`config.mk`:
```
export PLATFORM = sky130hd
export DESIGN_NAME = byte_lane_strobe
export DESIGN_NICKNAME = d
export VERILOG_FILES = /design/src/rtl/bls_pkg.sv /design/src/rtl/bls_lane_mask.sv /design/src/rtl/bls_engine_mux.sv /design/src/rtl/byte_lane_strobe.sv
export SDC_FILE = /design/constraint.sdc
export NUM_CORES = 1
export LEC_CHECK = 0
export BUFFER_PORTS_ARGS = -buffer_cell sky130_fd_sc_hd__buf_4
export CAP_MARGIN = 0
export CORE_MARGIN = 1
export CORE_UTILIZATION = 32
export CTS_CLUSTER_DIAMETER = 100
export DETAILED_ROUTE_END_ITERATION = 10
export GPL_ROUTABILITY_DRIVEN = 0
export PLACE_DENSITY = 0.67
export SYNTH_ARGS = -nofsm -noshare
export SYNTH_HDL_FRONTEND = slang
export SYNTH_SLANG_ARGS = --single-unit
```
`constraint.sdc`:
```
create_clock -name clk -period 10.5 [get_ports clk]
set_input_delay 2.1 -clock clk [delete_from_list [all_inputs] [get_ports clk]]
set_output_delay 2.1 -clock clk [all_outputs]
set_load 0.01 [all_outputs]
```
`src/rtl/bls_pkg.sv`:
```
package bls_pkg;
  typedef enum logic [1:0] {
    PS_WIDE = 2'b00,
    PS_BYTE = 2'b01,
    PS_HALF = 2'b10,
    PS_WORD = 2'b11
  } port_size_e;

  // Number of lanes a port of the given code connects to, limited to the bus.
  function automatic int port_lanes(input logic [1:0] code, input int lanes);
    int w;
    case (port_size_e'(code))
      PS_BYTE: w = 1;
      PS_HALF: w = 2;
      PS_WORD: w = 4;
      default: w = lanes;
    endcase
    return (w > lanes) ? lanes : w;
  endfunction
endpackage

```
`src/rtl/bls_lane_mask.sv`:
```
module bls_lane_mask #(
  parameter int LANES = 8,
  localparam int AW = $clog2(LANES)
) (
  input  logic [1:0]       port_size,
  input  logic [AW-1:0]    xfer_size,
  input  logic [AW-1:0]    addr_lo,
  input  logic             refresh,
  output logic [LANES-1:0] mask
);
  import bls_pkg::*;
  localparam int CW = AW + 2;

  logic [CW-1:0] pbytes, offset, nbytes, span_end, clip_end;

  always_comb begin
    pbytes   = CW'(port_lanes(port_size, LANES));
    offset   = CW'(addr_lo) & (pbytes - CW'(1));
    nbytes   = (xfer_size == '0) ? CW'(LANES) : CW'(xfer_size);
    span_end = offset + nbytes;
    clip_end = (span_end > pbytes) ? pbytes : span_end;
  end

  for (genvar i = 0; i < LANES; i++) begin : g_lane
    localparam logic [CW-1:0] LIDX = CW'(i);
    assign mask[i] = refresh | ((LIDX >= offset) && (LIDX < clip_end));
  end
endmodule

```
`src/rtl/bls_engine_mux.sv`:
```
module bls_engine_mux #(
  parameter int ENGINES = 3,
  localparam int SW = $clog2(ENGINES + 1)
) (
  input  logic [SW-1:0]      eng_sel,
  input  logic [ENGINES-1:0] eng_timing,
  output logic               eng_valid,
  output logic               eng_strobe
);
  always_comb begin
    eng_valid  = 1'b0;
    eng_strobe = 1'b0;
    for (int e = 0; e < ENGINES; e++) begin
      if (eng_sel == SW'(e + 1)) begin
        eng_valid  = 1'b1;
        eng_strobe = eng_timing[e];
      end
    end
  end
endmodule

```
`src/rtl/byte_lane_strobe.sv`:
```
module byte_lane_strobe #(
  parameter int LANES   = 8,
  parameter int ENGINES = 3,
  localparam int AW = $clog2(LANES),
  localparam int SW = $clog2(ENGINES + 1)
) (
  input  logic               clk,
  input  logic               rst,
  input  logic               cyc_active,
  input  logic               refresh,
  input  logic [1:0]         port_size,
  input  logic [AW-1:0]      xfer_size,
  input  logic [AW-1:0]      addr_lo,
  input  logic [SW-1:0]      eng_sel,
  input  logic [ENGINES-1:0] eng_timing,
  output logic [LANES-1:0]   bs_n
);
  logic [LANES-1:0] lane_mask;
  logic             eng_valid, eng_strobe;

  bls_lane_mask #(.LANES(LANES)) u_mask (
    .port_size(port_size), .xfer_size(xfer_size), .addr_lo(addr_lo),
    .refresh(refresh), .mask(lane_mask)
  );

  bls_engine_mux #(.ENGINES(ENGINES)) u_eng (
    .eng_sel(eng_sel), .eng_timing(eng_timing),
    .eng_valid(eng_valid), .eng_strobe(eng_strobe)
  );

  always_ff @(posedge clk) begin
    if (rst) bs_n <= '1;
    else if (cyc_active && eng_valid) bs_n <= ~(lane_mask & {LANES{eng_strobe}});
    else bs_n <= '1;
  end

  assert_idle_negated_R2: assert property (@(posedge clk) disable iff (rst)
    !cyc_active |=> (bs_n == '1));
  assert_no_engine_R9: assert property (@(posedge clk) disable iff (rst)
    (eng_sel == '0) |=> (bs_n == '1));
  assert_refresh_all_R7: assert property (@(posedge clk) disable iff (rst)
    (cyc_active && refresh && eng_valid && eng_strobe) |=> (bs_n == '0));
  assert_byte_port_R5: assert property (@(posedge clk) disable iff (rst)
    (port_size == 2'b01 && !refresh) |=> (bs_n[LANES-1:1] == '1));
  assert_half_port_R5: assert property (@(posedge clk) disable iff (rst)
    (port_size == 2'b10 && !refresh) |=> (bs_n[LANES-1:2] == '1));
  assert_timing_gate_R10: assert property (@(posedge clk) disable iff (rst)
    !eng_strobe |=> (bs_n == '1));
  assert_mask_in_span_R6: assert property (@(posedge clk) disable iff (rst)
    (!refresh && xfer_size != '0) |=> ($countones(~bs_n) <= $past(xfer_size)));
endmodule

```
### Yosys cells after proc, flatten, opt, wreduce, memory -nomap -nowiden

Index checks and enable logic that the tools add are counted.

| word-level totals | value |
|---|---|
| register bits | 8 |
| bits of input ports | 17 |
| logic and storage cells | 60 |

| operators by class | value |
|---|---|
| add/sub/neg operators | 2 |
| order comparisons | 18 |
| equal/unequal tests | 6 |
| muxes and demuxes | 10 |
| bitwise logic cells | 12 |
| reductions and logical operators | 11 |

Operator list:

| kind | count |
|---|---|
| $ge 3x5->1 const A | 4 |
| $lt 3x5->1 const A | 4 |
| $pmux 4 s3 | 1 |
| $ge 1x5->1 const A | 2 |
| $ge 2x5->1 const A | 2 |
| $lt 1x5->1 const A | 2 |
| $lt 2x5->1 const A | 2 |
| $logic_and 1x1->1 | 9 |
| $and 8x8->8 | 1 |
| $eq 2x2->1 const B | 4 |
| $mux 4 | 2 |
| $not 8->8 | 1 |
| $or 1x1->1 | 8 |
| $mux 1 | 6 |
| $add 5x5->5 | 1 |
| $and 3x5->5 | 1 |
| $gt 5x5->1 | 1 |
| $mux 5 | 1 |
| $sub 5x1->5 const B | 1 |
| $eq 2x1->1 const B | 2 |
| $gt 4x4->1 const B | 1 |
| $logic_not 3->1 | 1 |
| $reduce_or 2->1 | 1 |
| $not 1->1 | 1 |

### Longest topological paths before layout

| logic depth | value |
|---|---|
| depth after elaboration | 14 |
| depth in mapped cells | 16 |
| depth with buffers taken out | 15 |

### By module

Synthesis repeated with hierarchy kept, for this count alone.

| second synthesis, totals | value |
|---|---|
| cell total of the unflattened synthesis | 110 |
| area, all modules | 870.8 um2 |

Modules (own cells, without submodules):

| module | instances | cells an instance | area each (um2) | sequential area each (um2) |
|---|---|---|---|---|
| bls_lane_mask | 1 | 88 | 629.4 | 0.0 |
| byte_lane_strobe | 1 | 18 | 211.5 | 160.2 |
| bls_engine_mux | 1 | 4 | 30.0 | 0.0 |

### Worst setup path before layout

No wires, ideal clock.

| timing path | value |
|---|---|
| kind | input to register |
| from | input port_size[1] |
| to | register bs_n[5] |
| data arrival time | 4.825 ns |
| data required time | 10.405 ns |
| slack | 5.580 ns |
| stages on the path | 15 |
| cell sequence | inv_1 -> ha_1 -> nor2b_1 -> ha_1 -> and3b_1 -> o32a_1 -> o211ai_2 -> inv_2 -> ha_1 -> a21oi_1 -> a41o_1 -> and3_1 -> clkbuf_1 -> a211o_1 -> o311ai_1 |

| on the way | value |
|---|---|
| longest elaborated chain between the ends | 14 |
| elaborated cells between the ends (all ways) | 17 |
| those cells by class | 2 x add/sub; 4 x order compare; 3 x eq/ne; 3 x mux; 4 x bitwise; 1 x reduce/logical |

Ends and longest elaborated chain:

| what | line | text |
|---|---|---|
| start: declaration | byte_lane_strobe.sv:11 | `input logic [1:0] port_size,` |
| $eq 2x2->1 / $eq 2x1->1 (equally long branches) | bls_pkg.sv:12 | `case (port_size_e'(code))` |
| $pmux 4 s3 * | bls_pkg.sv:12 |  |
| $gt 4x4->1 | bls_pkg.sv:18 | `return (w > lanes) ? lanes : w;` |
| $mux 4 * | bls_pkg.sv:18 |  |
| $sub 5x1->5 | bls_lane_mask.sv:18 | `offset = CW'(addr_lo) & (pbytes - CW'(1));` |
| $and 3x5->5 | bls_lane_mask.sv:18 |  |
| $add 5x5->5 | bls_lane_mask.sv:20 | `span_end = offset + nbytes;` |
| $gt 5x5->1 | bls_lane_mask.sv:21 | `clip_end = (span_end > pbytes) ? pbytes : span_end;` |
| $mux 5 | bls_lane_mask.sv:21 |  |
| $lt 3x5->1 | bls_lane_mask.sv:26 | `assign mask[i] = refresh \| ((LIDX >= offset) && (LIDX < clip_end));` |
| $logic_and 1x1->1 * | bls_lane_mask.sv:26 |  |
| $or 1x1->1 * | bls_lane_mask.sv:26 |  |
| $and 8x8->8 * | byte_lane_strobe.sv:33 | `else if (cyc_active && eng_valid) bs_n <= ~(lane_mask & {LANES{eng_strobe}});` |
| $not 8->8 * | byte_lane_strobe.sv:33 |  |
| end signal: assignment | byte_lane_strobe.sv:33 |  |
| end: declaration | byte_lane_strobe.sv:16 | `output logic [LANES-1:0] bs_n` |

Every way passes the cells marked *; elsewhere a longest branch is shown, timed or not.
A chain may end at the register's enable or synchronous reset.

### Worst setup path in the final report

| timing path | value |
|---|---|
| from | input port_size[0] |
| to | register bs_n[2] |

| on the way | value |
|---|---|
| longest elaborated chain between the ends | 14 |
| elaborated cells between the ends (all ways) | 17 |
| those cells by class | 2 x add/sub; 4 x order compare; 3 x eq/ne; 3 x mux; 4 x bitwise; 1 x reduce/logical |

Ends and longest elaborated chain:

| what | line |
|---|---|
| $eq 2x2->1 / $eq 2x1->1 (equally long branches) | bls_pkg.sv:12 |
| $pmux 4 s3 * | bls_pkg.sv:12 |
| $gt 4x4->1 | bls_pkg.sv:18 |
| $mux 4 * | bls_pkg.sv:18 |
| $sub 5x1->5 | bls_lane_mask.sv:18 |
| $and 3x5->5 | bls_lane_mask.sv:18 |
| $add 5x5->5 | bls_lane_mask.sv:20 |
| $gt 5x5->1 | bls_lane_mask.sv:21 |
| $mux 5 | bls_lane_mask.sv:21 |
| $lt 2x5->1 | bls_lane_mask.sv:26 |
| $logic_and 1x1->1 * | bls_lane_mask.sv:26 |
| $or 1x1->1 * | bls_lane_mask.sv:26 |
| $and 8x8->8 * | byte_lane_strobe.sv:33 |
| $not 8->8 * | byte_lane_strobe.sv:33 |

Marks and branches as above.

==> summary.md <==
| Metric | Value |
|---|---|
| Signed area change from the synthesized netlist to the final layout | 30.0% |
| Clock network fraction of design power | 0.208 |
| Number of placement rows | 17 |
| Synth async-reset ratio | 0 |
| Residual DRC count | 0 |
| Cell with the largest stage delay on the worst path | sky130_fd_sc_hd__a311oi_1 |
| Overall die width | a little over 50 um |
| Cell repeated most along the worst path | sky130_fd_sc_hd__ha_1 |
| Setup slack after layout | between 5 and 6 ns |
| Worst slew margin relative to its limit | 0.595 |
| Library cell with the largest summed area after synthesis | sky130_fd_sc_hd__dfxtp_1 |
| LEAKAGE | about 0.48 nW |
| First-pass iteration count of the detailed router | 6 |
| Wire length reported by the detailed router | 1810 um |
| Mean Syn Cell Area | roughly 7.7 um^2 |
| Clock-pin slew of the registers on the worst-case setup and hold paths | roughly 0.050 ns |
| Flip-flop count of the largest register after layout | 8 |
| Number of H-tree branching levels | 1 |
| Int Pwr | around 0.067 mW |
| Final worst path period need | between 5 and 6 ns |
| Unrepaired setup endpoints after global routing | false |
| Total Nets Final | between 150 and 200 |
| Met1 WL | 801 um |
| Primary FF master, synth | sky130_fd_sc_hd__dfxtp_1 |
| Number of slew-limit violations in the final report | 0 |
| Total area of multi-input combinational cells | around 560 um^2 |
| Setup Fix Bufs, Post-CTS | 0 |
| Num CTS Buffers | 3 |
| #FFs+latches synth | 8 |
| Largest delay share family, worst path | compound AO/OA/AOI/OAI gates |
| Max-capacitance violation count | 0 |
| Combined global-route utilization of all metal layers | 0.159 |
| Global-route wire length before repair | approximately 3200 um |
| Worst-path maximum fanout | 4 |
| Chip height | just over 50 um |
| Met3 routed wirelength | a little over 100 um |
| Clock root cell | sky130_fd_sc_hd__clkbuf_4 |
| Setup violation total in the final timing report | 0 |
| Number of nets produced by synthesis | ~130 |
| Fraction of the cycle the final worst path needs | 0.487 |
| Transition at the pin with the smallest max-transition slack | approximately 0.60 ns |
| Sw Pwr | about 0.036 mW |
| Maximum VDD drop | around 0.000052 V |
| CTS tree | done |
| Antenna violations before repair | 0 |
| Total global routing overflow | 0 |
| Antenna Diode Count | 0 |
| Status | complete, no violations |
| Gate count after technology mapping | 99 |
| Share of total power in sequential cells | 0.320 |
| Timing startpoint of the critical path | port_size[0] |
| WL/cell | ~12 um |
| Number of synthesized flops with an enable pin | 0 |
| IO buf count | 24 |
| Top Ports | 25 |
| Antenna Violating Nets Remaining | 0 |
| Startpoint type of the worst setup path | input pin |
| Worst Hold Class | input pin to register |
| Area of the mapped netlist | around 770 um^2 |
| Top area cells in the synthesized netlist | sky130_fd_sc_hd__dfxtp_1 (21%), sky130_fd_sc_hd__ha_1 (18%), sky130_fd_sc_hd__nand2_1 (5.4%) |
| Drt initial violations | 13 |
| Timing-limited maximum frequency | approximately 200 MHz |
| Count of unique library cells instantiated by Yosys | 38 |
| Largest net degree at the start of global routing | 7 |
| Wire length on met2 | just over 900 um |
| Minimum setup slack after placement | about 5.2 ns |
| Worst endpoint data arrival time | between 5 and 6 ns |
| Fillers | ~230 |
| Final total negative setup slack | 0 ns |
| Cell types with the highest counts after synthesis | sky130_fd_sc_hd__ha_1 (11), sky130_fd_sc_hd__nand2_1 (11), sky130_fd_sc_hd__inv_1 (9) |
| PD cells | 103 mW/mm^2 |
| Share of Yosys cell area claimed by the top area cell type | 0.209 |
| Largest reg by FF count | bs_n |
| Area inside the core boundary | ~0.0022 mm^2 |
| Register Area | around 160 um^2 |
| Registers with the most flip-flops | bs_n (8) |
| Post-cts sizing count | 0 |
| Number of logic stages on the critical path including buffering | 14 |
| Area of the die | roughly 0.0026 mm^2 |
| Via density per instance | roughly 5.2 |
| End of the critical path | bs_n[2]$_SDFF_PP1_ |
| Combined buffer and inverter count along the critical path | 3 |
| Top layer reached by signal wires | met3 |
| Number of hold-slack violations in the final timing report | 0 |
| Power share of the combinational group | 0.472 |
| Share of layout cells above drive strength 1 | 0.234 |
| Via count of the first global-routing pass | between 700 and 800 |
| CTS sink count | 8 |
| Sw Share | 0.350 |
| Maximum clock insertion buffer count | 2 |
| Critical path's largest stage delay | around 0.57 ns |
| CTS Hold Bufs | 0 |
| Ys Warns | 0 |
| Routed vias | between 700 and 800 |
| Worst Path Required | approximately 11 ns |
| Critical path class | input pin to register |
| Critical path cell sequence | buf_4 -> inv_1 -> ha_1 -> nand2b_1 -> xnor2_1 -> ha_1 -> a21oi_1 -> xor2_1 -> inv_1 -> ha_1 -> a41o_1 -> a311oi_1 -> a221oi_1 -> o22ai_1 |
| CP Capture Type | register |
| Sequential element share of the synthesized area | 0.209 |
| Placed wire-length estimate | between 1500 and 2000 um |
| Starting Density | 0.343 |
## routing by layer
| layer | GRT usage | up-vias |
|---|---|---|
| li1 | - | 413 |
| met1 | 0.193 | 360 |
| met2 | 0.279 | 23 |
| met3 | 0.0268 | 0 |
| met4 | 0.0556 | 0 |
| met5 | 0 | - |
## stage by stage
step | area, um^2 | hold slack, ns | power, mW | util | instances
2_1_floorplan | 767 | 2.30 | 0.0660 | - | 99
3_3_place_gp | 975 | 2.46 | 0.0800 | 0.436 | 149
3_5_place_dp | 975 | 2.46 | 0.0815 | 0.436 | 149
4_1_cts | 997 | 2.20 | 0.103 | 0.446 | 152
5_1_grt | 997 | 2.22 | 0.111 | 0.446 | 152
6_report | 997 | 2.22 | 0.103 | 0.446 | 152
## tightest hold or removal path, cell delays in order
cell and delay [ns]:
sky130_fd_sc_hd__buf_4 0.10, sky130_fd_sc_hd__inv_1 0.06, sky130_fd_sc_hd__nand3_1 0.07, sky130_fd_sc_hd__o311ai_1 0.08
## layout make-up
cell class	count	area share
inverters	10	0.0376
flip-flops and latches	8	0.161
multi-input cells	79	0.563
well taps	28	0.0351
clock buffers	3	0.0226
repair buffers	24	0.181
## power groups by stage
| stage | Clock, mW | Combinational (mW) | Sequential (mW) |
|---|---|---|---|
| after floorplan | 0 | 0.0315 | 0.0345 |
| after global placement | 0 | 0.0467 | 0.0334 |
| after detailed placement | 0 | 0.0480 | 0.0334 |
| after CTS | 0.0225 | 0.0481 | 0.0329 |
| after global routing | 0.0241 | 0.0542 | 0.0330 |
| final | 0.0214 | 0.0485 | 0.0328 |
## worst min path at each step
stage / slack, ns / startpoint / cells after the start / endpoint
6_report: 2.22 / refresh / 4 / bs_n[5]$_SDFF_PP1_
2_1_floorplan: 2.30 / refresh / 2 / bs_n[7]$_SDFF_PP1_
3_5_place_dp: 2.46 / refresh / 3 / bs_n[7]$_SDFF_PP1_
5_1_grt: 2.22 / refresh / 3 / bs_n[7]$_SDFF_PP1_
3_3_place_gp: 2.46 / refresh / 3 / bs_n[7]$_SDFF_PP1_
4_1_cts: 2.20 / refresh / 3 / bs_n[7]$_SDFF_PP1_
## cell usage in the layout, fill, tap and decap left out, drive strengths merged, types with 2 or more instances in the layout
master,n
buf,24
nand2,11
ha,11
inv,10
dfxtp,8
nor2,6
a21oi,5
nand3,5
nor2b,4
nand2b,3
clkbuf,3
o211ai,3
nor3,2
and3,2
a31oi,2
mux2i,2
a211oi,2
o22ai,2
## cells by family after synthesis
group,after synthesis,synth area share
simple gates,39,0.263
compound gates,25,0.241
buf+inv,12,0.0587
fa+ha+maj,11,0.179
flops,8,0.209
xor+xnor,2,0.0228
mux,2,0.0261
(Power assumes the default switching activity.)
